[src/rtl/spi_frame_pkg.sv]
package spi_frame_pkg;

    localparam int BYTE_W = 8;

    localparam logic [2:0] OP_FRAME_WR = 3'b011;
    localparam logic [2:0] OP_FRAME_RD = 3'b001;

    localparam logic [1:0] META_LEN  = 2'd0;
    localparam logic [1:0] META_LQI  = 2'd1;
    localparam logic [1:0] META_ED   = 2'd2;
    localparam logic [1:0] META_STAT = 2'd3;

    typedef enum logic [2:0] {
        ST_IDLE,
        ST_CMD,
        ST_WR_LEN,
        ST_WR_DATA,
        ST_RD_LEN,
        ST_RD_DATA,
        ST_RD_TRAIL,
        ST_DRAIN
    } fsm_state_t;

endpackage

[src/rtl/spi_sync_edge.sv]
module spi_sync_edge #(
    parameter int SYNC_STAGES = 2
) (
    input  logic clk,
    input  logic rst_n,
    input  logic sclk_in,
    input  logic cs_n_in,
    input  logic mosi_in,
    output logic sclk_rise,
    output logic sclk_fall,
    output logic cs_fall,
    output logic cs_rise,
    output logic cs_low,
    output logic mosi_s
);

    localparam int NEW = SYNC_STAGES - 1;
    localparam int OLD = SYNC_STAGES;

    logic [SYNC_STAGES:0]   sclk_q;
    logic [SYNC_STAGES:0]   cs_q;
    logic [SYNC_STAGES-1:0] mosi_q;

    always_ff @(posedge clk or negedge rst_n) begin
        if (!rst_n) begin
            sclk_q <= '0;
            cs_q   <= '1;
            mosi_q <= '0;
        end else begin
            sclk_q <= {sclk_q[SYNC_STAGES-1:0], sclk_in};
            cs_q   <= {cs_q[SYNC_STAGES-1:0], cs_n_in};
            mosi_q <= {mosi_q[SYNC_STAGES-2:0], mosi_in};
        end
    end

    assign sclk_rise = sclk_q[NEW] & ~sclk_q[OLD];
    assign sclk_fall = ~sclk_q[NEW] & sclk_q[OLD];
    assign cs_fall   = ~cs_q[NEW] & cs_q[OLD];
    assign cs_rise   = cs_q[NEW] & ~cs_q[OLD];
    assign cs_low    = ~cs_q[NEW];
    assign mosi_s    = mosi_q[NEW];

endmodule

[src/rtl/spi_byte_shift.sv]
module spi_byte_shift #(
    parameter  int BYTE_W = 8,
    localparam int CNT_W  = $clog2(BYTE_W)
) (
    input  logic              clk,
    input  logic              rst_n,
    input  logic              cs_low,
    input  logic              cs_fall,
    input  logic              cs_rise,
    input  logic              sclk_rise,
    input  logic              sclk_fall,
    input  logic              mosi_s,
    input  logic [BYTE_W-1:0] tx_byte,
    output logic [BYTE_W-1:0] rx_byte,
    output logic              byte_done,
    output logic              miso
);

    localparam logic [CNT_W-1:0] LAST_BIT = CNT_W'(BYTE_W - 1);

    logic [BYTE_W-2:0] rx_sh;
    logic [BYTE_W-1:0] tx_sh;
    logic [CNT_W-1:0]  bit_cnt;

    assign rx_byte   = {rx_sh, mosi_s};
    assign byte_done = cs_low && sclk_rise && (bit_cnt == LAST_BIT);
    assign miso      = tx_sh[BYTE_W-1];

    always_ff @(posedge clk or negedge rst_n) begin
        if (!rst_n) begin
            rx_sh   <= '0;
            tx_sh   <= '0;
            bit_cnt <= '0;
        end else if (cs_fall || cs_rise) begin
            bit_cnt <= '0;
            tx_sh   <= '0;
        end else if (cs_low && sclk_rise) begin
            rx_sh   <= rx_byte[BYTE_W-2:0];
            bit_cnt <= (bit_cnt == LAST_BIT) ? '0 : bit_cnt + 1'b1;
        end else if (cs_low && sclk_fall) begin
            // a falling edge with the bit counter at zero starts a new slot
            tx_sh <= (bit_cnt == '0) ? tx_byte : {tx_sh[BYTE_W-2:0], 1'b0};
        end
    end

    // MISO stays low while chip select is high
    p_miso_idle_r1: assert property (@(posedge clk) disable iff (!rst_n)
        (!cs_low && $past(!cs_low)) |-> !miso);

    // a chip-select rise clears the bit position
    p_bitcnt_clear_r8: assert property (@(posedge clk) disable iff (!rst_n)
        cs_rise |=> (bit_cnt == '0));

endmodule

[src/rtl/spi_frame_buf.sv]
module spi_frame_buf #(
    parameter  int DEPTH  = 128,
    parameter  int BYTE_W = 8,
    localparam int ADDR_W = $clog2(DEPTH)
) (
    input  logic              clk,
    input  logic              we,
    input  logic [ADDR_W-1:0] waddr,
    input  logic [BYTE_W-1:0] wdata,
    input  logic [ADDR_W-1:0] raddr_a,
    output logic [BYTE_W-1:0] rdata_a,
    input  logic [ADDR_W-1:0] raddr_b,
    output logic [BYTE_W-1:0] rdata_b
);

    logic [BYTE_W-1:0] mem [DEPTH];

    always_ff @(posedge clk) begin
        if (we) begin
            mem[waddr] <= wdata;
        end
    end

    assign rdata_a = mem[raddr_a];
    assign rdata_b = mem[raddr_b];

endmodule

[src/rtl/spi_frame_ctrl.sv]
module spi_frame_ctrl
    import spi_frame_pkg::*;
#(
    parameter  int BUF_DEPTH = 128,
    localparam int ADDR_W    = $clog2(BUF_DEPTH)
) (
    input  logic              clk,
    input  logic              rst_n,
    input  logic              cs_fall,
    input  logic              cs_rise,
    input  logic              byte_done,
    input  logic [BYTE_W-1:0] rx_byte,
    input  logic [BYTE_W-1:0] buf_rdata,
    input  logic              hst_buf_we,
    input  logic [ADDR_W-1:0] hst_buf_addr,
    input  logic              hst_meta_we,
    input  logic [1:0]        hst_meta_sel,
    input  logic [BYTE_W-1:0] hst_wdata,
    output logic              buf_we,
    output logic [ADDR_W-1:0] buf_waddr,
    output logic [BYTE_W-1:0] buf_wdata,
    output logic [ADDR_W-1:0] buf_raddr,
    output logic [BYTE_W-1:0] tx_byte,
    output logic [BYTE_W-1:0] frm_len,
    output logic              tx_ready
);

    localparam logic [BYTE_W-1:0] TRAIL_LAST = BYTE_W'(2);

    fsm_state_t        state, nxt;
    logic [BYTE_W-1:0] cnt;
    logic [BYTE_W-1:0] len_q, lqi_q, ed_q, stat_q;
    logic              spi_we;
    logic              in_buf;

    assign in_buf = int'(cnt) < BUF_DEPTH;

    // state register
    always_ff @(posedge clk or negedge rst_n) begin
        if (!rst_n) begin
            state <= ST_IDLE;
        end else begin
            state <= nxt;
        end
    end

    // transitions
    always_comb begin
        nxt = state;
        if (cs_rise) begin
            nxt = ST_IDLE;
        end else begin
            unique case (state)
                ST_IDLE: begin
                    if (cs_fall) nxt = ST_CMD;
                end
                ST_CMD: begin
                    if (byte_done) begin
                        if (rx_byte[BYTE_W-1 -: 3] == OP_FRAME_WR)      nxt = ST_WR_LEN;
                        else if (rx_byte[BYTE_W-1 -: 3] == OP_FRAME_RD) nxt = ST_RD_LEN;
                        else                                             nxt = ST_DRAIN;
                    end
                end
                ST_WR_LEN: begin
                    if (byte_done) nxt = ST_WR_DATA;
                end
                ST_WR_DATA: nxt = ST_WR_DATA;
                ST_RD_LEN: begin
                    if (byte_done) nxt = (len_q == '0) ? ST_RD_TRAIL : ST_RD_DATA;
                end
                ST_RD_DATA: begin
                    if (byte_done && (cnt == len_q - 1'b1)) nxt = ST_RD_TRAIL;
                end
                ST_RD_TRAIL: begin
                    if (byte_done && (cnt == TRAIL_LAST)) nxt = ST_DRAIN;
                end
                ST_DRAIN: nxt = ST_DRAIN;
            endcase
        end
    end

    // slot counter and quality fields
    always_ff @(posedge clk or negedge rst_n) begin
        if (!rst_n) begin
            cnt      <= '0;
            len_q    <= '0;
            lqi_q    <= '0;
            ed_q     <= '0;
            stat_q   <= '0;
            tx_ready <= 1'b0;
        end else begin
            tx_ready <= cs_rise && (state == ST_WR_DATA) && (cnt >= len_q);
            if (cs_fall || cs_rise) begin
                cnt <= '0;
            end else if (byte_done) begin
                unique case (state)
                    ST_WR_DATA:  cnt <= (cnt == '1) ? cnt : cnt + 1'b1;
                    ST_RD_LEN:   cnt <= '0;
                    ST_RD_DATA:  cnt <= (cnt == len_q - 1'b1) ? '0 : cnt + 1'b1;
                    ST_RD_TRAIL: cnt <= cnt + 1'b1;
                    default:     cnt <= cnt;
                endcase
            end
            if (!cs_rise && byte_done && state == ST_WR_LEN) begin
                len_q <= rx_byte;
            end else if (hst_meta_we && hst_meta_sel == META_LEN) begin
                len_q <= hst_wdata;
            end
            if (hst_meta_we && hst_meta_sel == META_LQI)  lqi_q  <= hst_wdata;
            if (hst_meta_we && hst_meta_sel == META_ED)   ed_q   <= hst_wdata;
            if (hst_meta_we && hst_meta_sel == META_STAT) stat_q <= hst_wdata;
        end
    end

    // byte for the slot now being shifted out
    always_comb begin
        tx_byte = '0;
        unique case (state)
            ST_RD_LEN:   tx_byte = len_q;
            ST_RD_DATA:  tx_byte = in_buf ? buf_rdata : '0;
            ST_RD_TRAIL: begin
                if (cnt == '0)             tx_byte = lqi_q;
                else if (cnt == BYTE_W'(1)) tx_byte = ed_q;
                else                        tx_byte = stat_q;
            end
            default:     tx_byte = '0;
        endcase
    end

    // buffer write port: the SPI side wins a same-cycle collision
    assign spi_we    = !cs_rise && byte_done && (state == ST_WR_DATA)
                       && (cnt < len_q) && in_buf;
    assign buf_we    = spi_we || hst_buf_we;
    assign buf_waddr = spi_we ? cnt[ADDR_W-1:0] : hst_buf_addr;
    assign buf_wdata = spi_we ? rx_byte : hst_wdata;
    assign buf_raddr = cnt[ADDR_W-1:0];
    assign frm_len   = len_q;

    // the first byte after a chip-select fall is treated as a command
    p_cmd_first_r2: assert property (@(posedge clk) disable iff (!rst_n)
        (cs_fall && !cs_rise) |=> (state == ST_CMD));

    // the length byte of a write lands in the length field
    p_len_capture_r4: assert property (@(posedge clk) disable iff (!rst_n)
        (state == ST_WR_LEN && byte_done && !cs_rise) |=> (len_q == $past(rx_byte)));

    // the payload of a read starts at address zero
    p_rd_start_r6: assert property (@(posedge clk) disable iff (!rst_n)
        (state == ST_RD_LEN && byte_done && !cs_rise && len_q != '0)
        |=> (state == ST_RD_DATA && cnt == '0));

    // the trailer never indexes past its third byte
    p_trail_bound_r7: assert property (@(posedge clk) disable iff (!rst_n)
        (state == ST_RD_TRAIL) |-> (cnt <= TRAIL_LAST));

    // chip select rising always returns to idle
    p_abort_idle_r8: assert property (@(posedge clk) disable iff (!rst_n)
        cs_rise |=> (state == ST_IDLE));

    // the ready strobe is a single cycle and follows a write
    p_ready_pulse_r10: assert property (@(posedge clk) disable iff (!rst_n)
        tx_ready |=> !tx_ready);
    p_ready_src_r10: assert property (@(posedge clk) disable iff (!rst_n)
        tx_ready |-> ($past(state) == ST_WR_DATA));

    // an empty frame goes straight from length to trailer
    p_empty_frame_r11: assert property (@(posedge clk) disable iff (!rst_n)
        (state == ST_RD_LEN && byte_done && !cs_rise && len_q == '0)
        |=> (state == ST_RD_TRAIL && cnt == '0));

endmodule

[src/rtl/spi_frame_slave.sv]
module spi_frame_slave
    import spi_frame_pkg::*;
#(
    parameter  int BUF_DEPTH   = 128,
    parameter  int SYNC_STAGES = 2,
    localparam int ADDR_W      = $clog2(BUF_DEPTH)
) (
    input  logic              clk,
    input  logic              rst_n,
    input  logic              spi_sclk,
    input  logic              spi_cs_n,
    input  logic              spi_mosi,
    output logic              spi_miso,
    input  logic              hst_buf_we,
    input  logic [ADDR_W-1:0] hst_buf_addr,
    input  logic              hst_meta_we,
    input  logic [1:0]        hst_meta_sel,
    input  logic [BYTE_W-1:0] hst_wdata,
    input  logic [ADDR_W-1:0] tx_rd_addr,
    output logic [BYTE_W-1:0] tx_rd_data,
    output logic [BYTE_W-1:0] frm_len,
    output logic              tx_ready
);

    logic              sclk_rise, sclk_fall, cs_fall, cs_rise, cs_low, mosi_s;
    logic [BYTE_W-1:0] rx_byte, tx_byte, buf_rdata, buf_wdata;
    logic              byte_done, buf_we;
    logic [ADDR_W-1:0] buf_waddr, buf_raddr;

    spi_sync_edge #(.SYNC_STAGES(SYNC_STAGES)) u_sync (
        .clk       (clk),
        .rst_n     (rst_n),
        .sclk_in   (spi_sclk),
        .cs_n_in   (spi_cs_n),
        .mosi_in   (spi_mosi),
        .sclk_rise (sclk_rise),
        .sclk_fall (sclk_fall),
        .cs_fall   (cs_fall),
        .cs_rise   (cs_rise),
        .cs_low    (cs_low),
        .mosi_s    (mosi_s)
    );

    spi_byte_shift #(.BYTE_W(BYTE_W)) u_shift (
        .clk       (clk),
        .rst_n     (rst_n),
        .cs_low    (cs_low),
        .cs_fall   (cs_fall),
        .cs_rise   (cs_rise),
        .sclk_rise (sclk_rise),
        .sclk_fall (sclk_fall),
        .mosi_s    (mosi_s),
        .tx_byte   (tx_byte),
        .rx_byte   (rx_byte),
        .byte_done (byte_done),
        .miso      (spi_miso)
    );

    spi_frame_ctrl #(.BUF_DEPTH(BUF_DEPTH)) u_ctrl (
        .clk          (clk),
        .rst_n        (rst_n),
        .cs_fall      (cs_fall),
        .cs_rise      (cs_rise),
        .byte_done    (byte_done),
        .rx_byte      (rx_byte),
        .buf_rdata    (buf_rdata),
        .hst_buf_we   (hst_buf_we),
        .hst_buf_addr (hst_buf_addr),
        .hst_meta_we  (hst_meta_we),
        .hst_meta_sel (hst_meta_sel),
        .hst_wdata    (hst_wdata),
        .buf_we       (buf_we),
        .buf_waddr    (buf_waddr),
        .buf_wdata    (buf_wdata),
        .buf_raddr    (buf_raddr),
        .tx_byte      (tx_byte),
        .frm_len      (frm_len),
        .tx_ready     (tx_ready)
    );

    spi_frame_buf #(.DEPTH(BUF_DEPTH), .BYTE_W(BYTE_W)) u_buf (
        .clk     (clk),
        .we      (buf_we),
        .waddr   (buf_waddr),
        .wdata   (buf_wdata),
        .raddr_a (buf_raddr),
        .rdata_a (buf_rdata),
        .raddr_b (tx_rd_addr),
        .rdata_b (tx_rd_data)
    );

endmodule

[config.mk]
export PLATFORM = sky130hd
export DESIGN_NAME = spi_frame_slave
export DESIGN_NICKNAME = d
export VERILOG_FILES = /design/src/rtl/spi_frame_pkg.sv /design/src/rtl/spi_sync_edge.sv /design/src/rtl/spi_byte_shift.sv /design/src/rtl/spi_frame_buf.sv /design/src/rtl/spi_frame_ctrl.sv /design/src/rtl/spi_frame_slave.sv
export SDC_FILE = /design/constraint.sdc
export NUM_CORES = 2
export LEC_CHECK = 0
export BUFFER_PORTS_ARGS = -buffer_cell sky130_fd_sc_hd__buf_2
export CAP_MARGIN = 20
export CORE_ASPECT_RATIO = 0.6
export CORE_UTILIZATION = 40
export CTS_BUF_LIST = sky130_fd_sc_hd__clkbuf_16
export DETAILED_ROUTE_END_ITERATION = 6
export SYNTH_ARGS = -nofsm -noshare
export SYNTH_HDL_FRONTEND = slang
export SYNTH_SLANG_ARGS = --single-unit
[constraint.sdc]
create_clock -name clk -period 4.7 [get_ports clk]
set_input_delay 0.47 -clock clk [delete_from_list [all_inputs] [get_ports clk]]
set_output_delay 0.47 -clock clk [all_outputs]
set_load 0.02 [all_outputs]
Word level (Yosys, flattened, before mapping). Memory sizes are Yosys's and may differ from the RTL's. Cells that the tools add are included.

Register bits after elaboration: 70. Memory bits (writable): 1024. Bits of input ports: 31. Output and inout port bits: 18. Logic and storage cells: 120. Memories kept: 1.

Memories: u_buf.mem (depth 128, bits a word 8, rd ports 2, clocked after memory_dff 0, wr ports 1, line spi_frame_buf.sv:16) `logic [BYTE_W-1:0] mem [DEPTH];`.

$add $sub $neg: 3. Magnitude comparators: 3. Equality and inequality tests: 25. Muxes and demuxes: 33. Bitwise operators: 9. Reductions and logical operators: 33.

Operators with widths (number): $mux 8 (14); $mux 3 (11); $pmux 8 s4 (1); $pmux 3 s8 (1); $pmux 8 s3 (1); $ne 3x1->1 const B (6); $logic_and 1x1->1 (16); $logic_not 8->1 (2); $eq 3x3->1 const B (5); $eq 3x2->1 const B (3); $add 8x1->8 const B (1); $eq 8x1->1 const B (1); $eq 8x2->1 const B (1); $eq 8x8->1 (1); $eq 8x8->1 const B (1); $ge 8x8->1 (1); $lt 8x8->1 (1); $lt 8x8->1 const B (1); $reduce_bool 2->1 (4); $sub 8x1->8 const B (1); $mux 7 (1); $eq 3x1->1 const B (2); $logic_not 3->1 (2); $reduce_and 6->1 (1); other kinds (15) (27).

Longest topological paths before layout.
Depth in word-level cells: 11. Gate-level depth with buffers: 16. Depth with buffers taken out: 9.

Modules after synthesis. From an unflattened synthesis, not the netlist that was laid out.

Cell total of the unflattened synthesis: 2475. Area, all modules: 51916.0 um^2.

Modules (own cells, without submodules): spi_frame_buf (times used 1, cells each 2047, area each 47528.1 um^2, sequential area each 30749.5 um^2); spi_frame_ctrl (times used 1, cells each 348, area each 3194.3 um^2, sequential area each 1101.1 um^2); spi_byte_shift (times used 1, cells each 67, area each 955.9 um^2, sequential area each 450.4 um^2); spi_sync_edge (times used 1, cells each 13, area each 237.7 um^2, sequential area each 203.9 um^2).

Worst setup path after synthesis. OpenSTA, ideal clock, no wires.

Path type: register to register. Start: register u_ctrl.cnt[0]. End: memory u_buf.mem[0][0], data pin. Library setup time: 0.511 ns. Data arrival time: 4.579 ns. Required time: 4.189 ns. Setup slack: -0.390 ns. Cell stages (with the launch flop): 17. Path buffers: 7. Cells stage by stage: dfrtp_1 buf_4 buf_4 buf_4 buf_4 inv_1 ha_1 nor2b_1 o21a_1 o21a_1 o21bai_1 nand3_1 clkbuf_1 buf_2 clkbuf_1 nand2_1 nand2_1.

Longest elaborated chain between the ends: 4. Elaborated cells between the ends (all ways): 5. Classes of those cells: order compare: 2; mux: 1; reduce/logical: 2.

Ends and longest elaborated chain: from (decl) (line spi_frame_ctrl.sv:31) `logic [BYTE_W-1:0] cnt;`; from (signal assigned) (line spi_frame_ctrl.sv:97) `ST_WR_DATA: cnt <= (cnt == '1) ? cnt : cnt + 1'b1;`; from (signal assigned) (line spi_frame_ctrl.sv:99) `ST_RD_DATA: cnt <= (cnt == len_q - 1'b1) ? '0 : cnt + 1'b1;`; from (signal assigned) (line spi_frame_ctrl.sv:100) `ST_RD_TRAIL: cnt <= cnt + 1'b1;`; $lt 8x8->1 (line spi_frame_ctrl.sv:132) `&& (cnt < len_q) && in_buf;`; $logic_and 1x1->1 (line spi_frame_ctrl.sv:132); $logic_and 1x1->1 (*) (line spi_frame_ctrl.sv:132); $mux 8 (*) (line spi_frame_ctrl.sv:135) `assign buf_wdata = spi_we ? rx_byte : hst_wdata;`; net buf_wdata[0] (line spi_frame_slave.sv:26) `logic [BYTE_W-1:0] rx_byte, tx_byte, buf_rdata, buf_wdata;`; to (decl) (line spi_frame_buf.sv:16).

Mark *: on every way through the listed nets, which the timed path passes. The rest lies on a longest branch.

Worst setup path in the final report.
Start: register u_ctrl.cnt[0]. End: register u_shift.tx_sh[7].

Longest elaborated chain between the ends: 8. Elaborated cells between the ends (all ways): 12. Classes of those cells: order compare: 1; eq/ne: 1; mux: 8; reduce/logical: 1; memory: 1.

Ends and longest elaborated chain: branches (longest 3 deep; another with $mem_v2 128x8); $pmux 8 s3 (*) (line spi_frame_ctrl.sv:118) `unique case (state)`; $mux 8 (*) (line spi_byte_shift.sv:42) `tx_sh <= (bit_cnt == '0) ? tx_byte : {tx_sh[BYTE_W-2:0], 1'b0};`; $mux 8 (*) (line spi_byte_shift.sv:40) `end else if (cs_low && sclk_fall) begin`; $mux 8 (*) (line spi_byte_shift.sv:37) `end else if (cs_low && sclk_rise) begin`; $mux 8 (*) (line spi_byte_shift.sv:34) `end else if (cs_fall || cs_rise) begin`; to (signal assigned) (line spi_byte_shift.sv:42); to (decl) (line spi_byte_shift.sv:22) `logic [BYTE_W-1:0] tx_sh;`.

Mark *: on every way between the ends. The select of a mux whose other input is x is not followed. A chain may end at the register's enable or synchronous reset.

==> key figures <==
Floorplanning
  – CORE AREA: 0.129 mm²
  – IO Pins: 49
  – Die X: 468 µm
  – Initial Util: 0.404
  – Die area: 0.132 mm²
  – FP Rows: 102
  – Die height: 282 µm

Global routing
  – Initial antenna violation count: 12
  – Vias in the first global route: 30,303
  – First-pass GRT wire length: 243,000 µm
  – Gr usage total: 0.265
  – GR Overflow Total: 0
  – Pin count of the biggest net entering global routing: 129

Clock network
  – TritonCTS clock tree: done
  – CTS Sinks: 1,094
  – CTS Buf Count: 101
  – Post-CTS Setup Inserts: 0
  – Clk buf depth: 3
  – Root Buffer: clkbuf_16
  – Worst-Skew Late Latency: 0.73 ns
  – Worst-path clk slew: 0.08 ns
  – Htree depth: 3

Layout
  – Util after Layout: 0.455
  – Layout cell share with drive strength beyond 1: 0.351
  – Commonest non-fill, non-tap cells in the layout: edfxtp_1, mux4_2, nor2_1
  – Most common cell after layout, fill and taps aside: edfxtp_1
  – Synthesis-to-finish area growth: 12.7%
  – Nets: 2,922

STA
  – Worst-Margin Slew: 1.17 ns
  – Final setup vio count: 0
  – Final Hold Vio Count: 0
  – Period Utilization, post-route: 0.946
  – Fin crit period: 4.44 ns
  – Final setup margin: 0.255 ns
  – Max Fclk: 225 MHz
  – WHS: 0.0979 ns
  – Pins Over Slew Limit: 0
  – RSZ-0062 raised after global routing: false
  – Skew final: 0.0426 ns
  – Total negative slack: 0 ns
  – Slew margin rel.: 0.216

Setup path
  – R2R cell count: 8
  – Worst EP arrival: 5.02 ns
  – Register-to-register setup slack: 0.26 ns
  – Setup crit start: u_ctrl.cnt[0]
  – Critical Path Fanout Max: 88
  – WS Path Type: reg2reg
  – Reg2reg start: u_ctrl.cnt[0]
  – Crit. End Element: register
  – Reg2reg end: u_shift.tx_sh[7]
  – Crit path to: u_shift.tx_sh[7]
  – Startpoint Class: register
  – CP required: 5.28 ns

Status
  – Failing checks: design-rule violations
  – Status: finished, violations left

Power
  – Seq pwr share: 0.524
  – Net Switching: 4.84 mW
  – Peak supply drop: 0.000277 V
  – Clk pwr share: 0.404
  – Sw frac: 0.234
  – Pint: 15.9 mW
  – PwrDens: 353 mW/mm²
  – Combinational power share: 0.072
  – Leak pwr: 18.1 nW

Logic synthesis
  – YS warnings: 0
  – Top area cells in the synthesized netlist: edfxtp_1, mux4_2, dfrtp_1, nor2_1, mux2i_1
  – Synth top area share: 0.590
  – Post-Synth Adder-Cell Area: 0.00456
  – Cell variety after synth: 69
  – Ys async rst share: 0.0640
  – Sequential element share of the synthesized area: 0.624
  – Post-Synthesis Cells: 2,757
  – Mux contribution to synthesized area: 0.273
  – Simple-gate share of the synthesized area: 0.0380
  – Largest area contributor in the netlist: edfxtp_1
  – Mapped Area: 0.0521 mm²
  – Syn_area_per_cell: 18.9 µm²
  – Post-synthesis share of cell area spent on xor and xnor gates: 0.00135
  – Post-synth EDFFs: 1,024
  – Ys flop type: edfxtp_1
  – Synth Net Count: 2,807
  – #FFs+latches synth: 1,094
  – Largest family of logic cells by synthesized area: multiplexers
  – Synth Area in Compound Gates: 0.0393

Worst hold path
  – HP Class: in2reg
  – Hold depth: 2

Detailed routing
  – Total number of vias: 31,764
  – Vias/cell: 6.78
  – Post-route DRC: 1
  – Initial DRC count: 5,246
  – WL/cell: 37.2 µm
  – Final WL: 174,000 µm
  – DRT antenna net count: 0
  – Drt first pass iters: 7

Place
  – Gpl congestion: 0.947
  – DP Worst Slack: 0.496 ns
  – Buffers added on ports: 48
  – Hpwl dp: 117,000 µm

Run
  – Max-Cap Viols: 0
==> state kept, by name (all words and copies together), names as in the netlist <==
| register | flops |
|---|---|
| u_ctrl.cnt | 8 |
| u_sync.sclk_q | 3 |
| u_ctrl.state | 3 |
| u_ctrl.stat_q | 8 |
| u_ctrl.ed_q | 8 |
| u_ctrl.lqi_q | 8 |
| u_shift.rx_sh | 7 |
| u_shift.bit_cnt | 3 |
| u_buf.mem | 1024 |
| u_ctrl.tx_ready | 1 |
| u_sync.cs_q | 3 |
| u_ctrl.frm_len | 8 |
| u_sync.mosi_q | 2 |
| u_shift.tx_sh | 8 |
==> stage by stage <==
stage / instances / cell area [µm²] / power [mW]
6_report: 4682 / 58700 / 20.7
5_1_grt: 4678 / 58700 / 21.2
4_1_cts: 4668 / 58600 / 20.7
3_5_place_dp: 4475 / 55300 / 12.5
3_3_place_gp: 4460 / 55200 / 12.5
2_1_floorplan: 2757 / 52100 / 11.9
==> worst min-delay path by stage <==
stage                      from                to  slack, ns
2_1_floorplan             rst_n     u_ctrl.cnt[0]       0.17
3_3_place_gp   u_sync.mosi_q[0]  u_sync.mosi_q[1]       0.33
3_5_place_dp   u_sync.mosi_q[0]  u_sync.mosi_q[1]       0.35
4_1_cts            hst_wdata[7]   u_ctrl.lqi_q[7]       0.05
5_1_grt            hst_wdata[4]    u_ctrl.ed_q[4]       0.07
6_report           hst_wdata[7]   u_ctrl.lqi_q[7]        0.1
==> power groups by stage <==
| stage | Clock, mW | Sequential, mW | Combinational, mW |
|---|---|---|---|
| 6_report | 8.37 | 10.9 | 1.48 |
| 5_1_grt | 8.75 | 10.9 | 1.55 |
| 4_1_cts | 8.41 | 10.9 | 1.46 |
| 3_5_place_dp | 0 | 11.1 | 1.46 |
| 3_3_place_gp | 0 | 11.1 | 1.43 |
| 2_1_floorplan | 0 | 11.0 | 0.870 |
==> layer usage <==
layer	track usage	share of wire	vias to the layer above
met5	0	0.00019	-
met4	0.0655	0.024	4
met3	0.104	0.15	262
met2	0.354	0.41	2442
met1	0.399	0.41	17031
li1	-	-	12025
==> worst max-delay path, cell delays in order (launching register included) <==
cell and delay [ns]:
dfrtp_4 0.51, buf_12 0.48, mux4_2 0.60, mux2i_1 0.32, nor2_1 0.11, a2111oi_0 0.65, o211ai_1 0.64, a31oi_1 0.63
o31ai_1 0.12
==> layout make-up <==
cell class                 instances  area [µm²]
clock buffer                     104        2600
multi-input combinational       1434       18700
clock inverter                    85         674
fill                           10786       70300
antenna                            8        20.0
tap                             1716        2150
timing repair buffer             218        1960
sequential                      1094       32500
inverter                          23        86.3
==> Yosys cell counts, types with 20 or more instances <==
library cell and instances:
edfxtp_1 1024, mux4_2 578, nor2_1 190, clkbuf_1 98
a22oi_1 77, nand2_1 74, mux2i_1 68, dfrtp_1 67
a21oi_1 54, buf_2 50, mux2_2 47, o21ai_0 37
buf_1 34, nor3_1 33, nand3_1 24, inv_1 22
buf_4 20
==> cell families after synthesis <==
| family | Yosys count |
|---|---|
| AOI/OAI and AO/OA | 292 |
| buffers and inverters | 229 |
| muxes | 693 |
| adders and majority gates | 19 |
| DFF | 1094 |
| xor gates and xnor gates | 8 |
| and+or+nand+nor | 422 |
==> timing repair <==
item,CTS,global route
gates resized for setup,0,0
endpoints found under the hold margin,39,0
hold buffers,4,0
setup endpoints to repair,0,0
No activity file was read; power rests on OpenSTA's default activity.
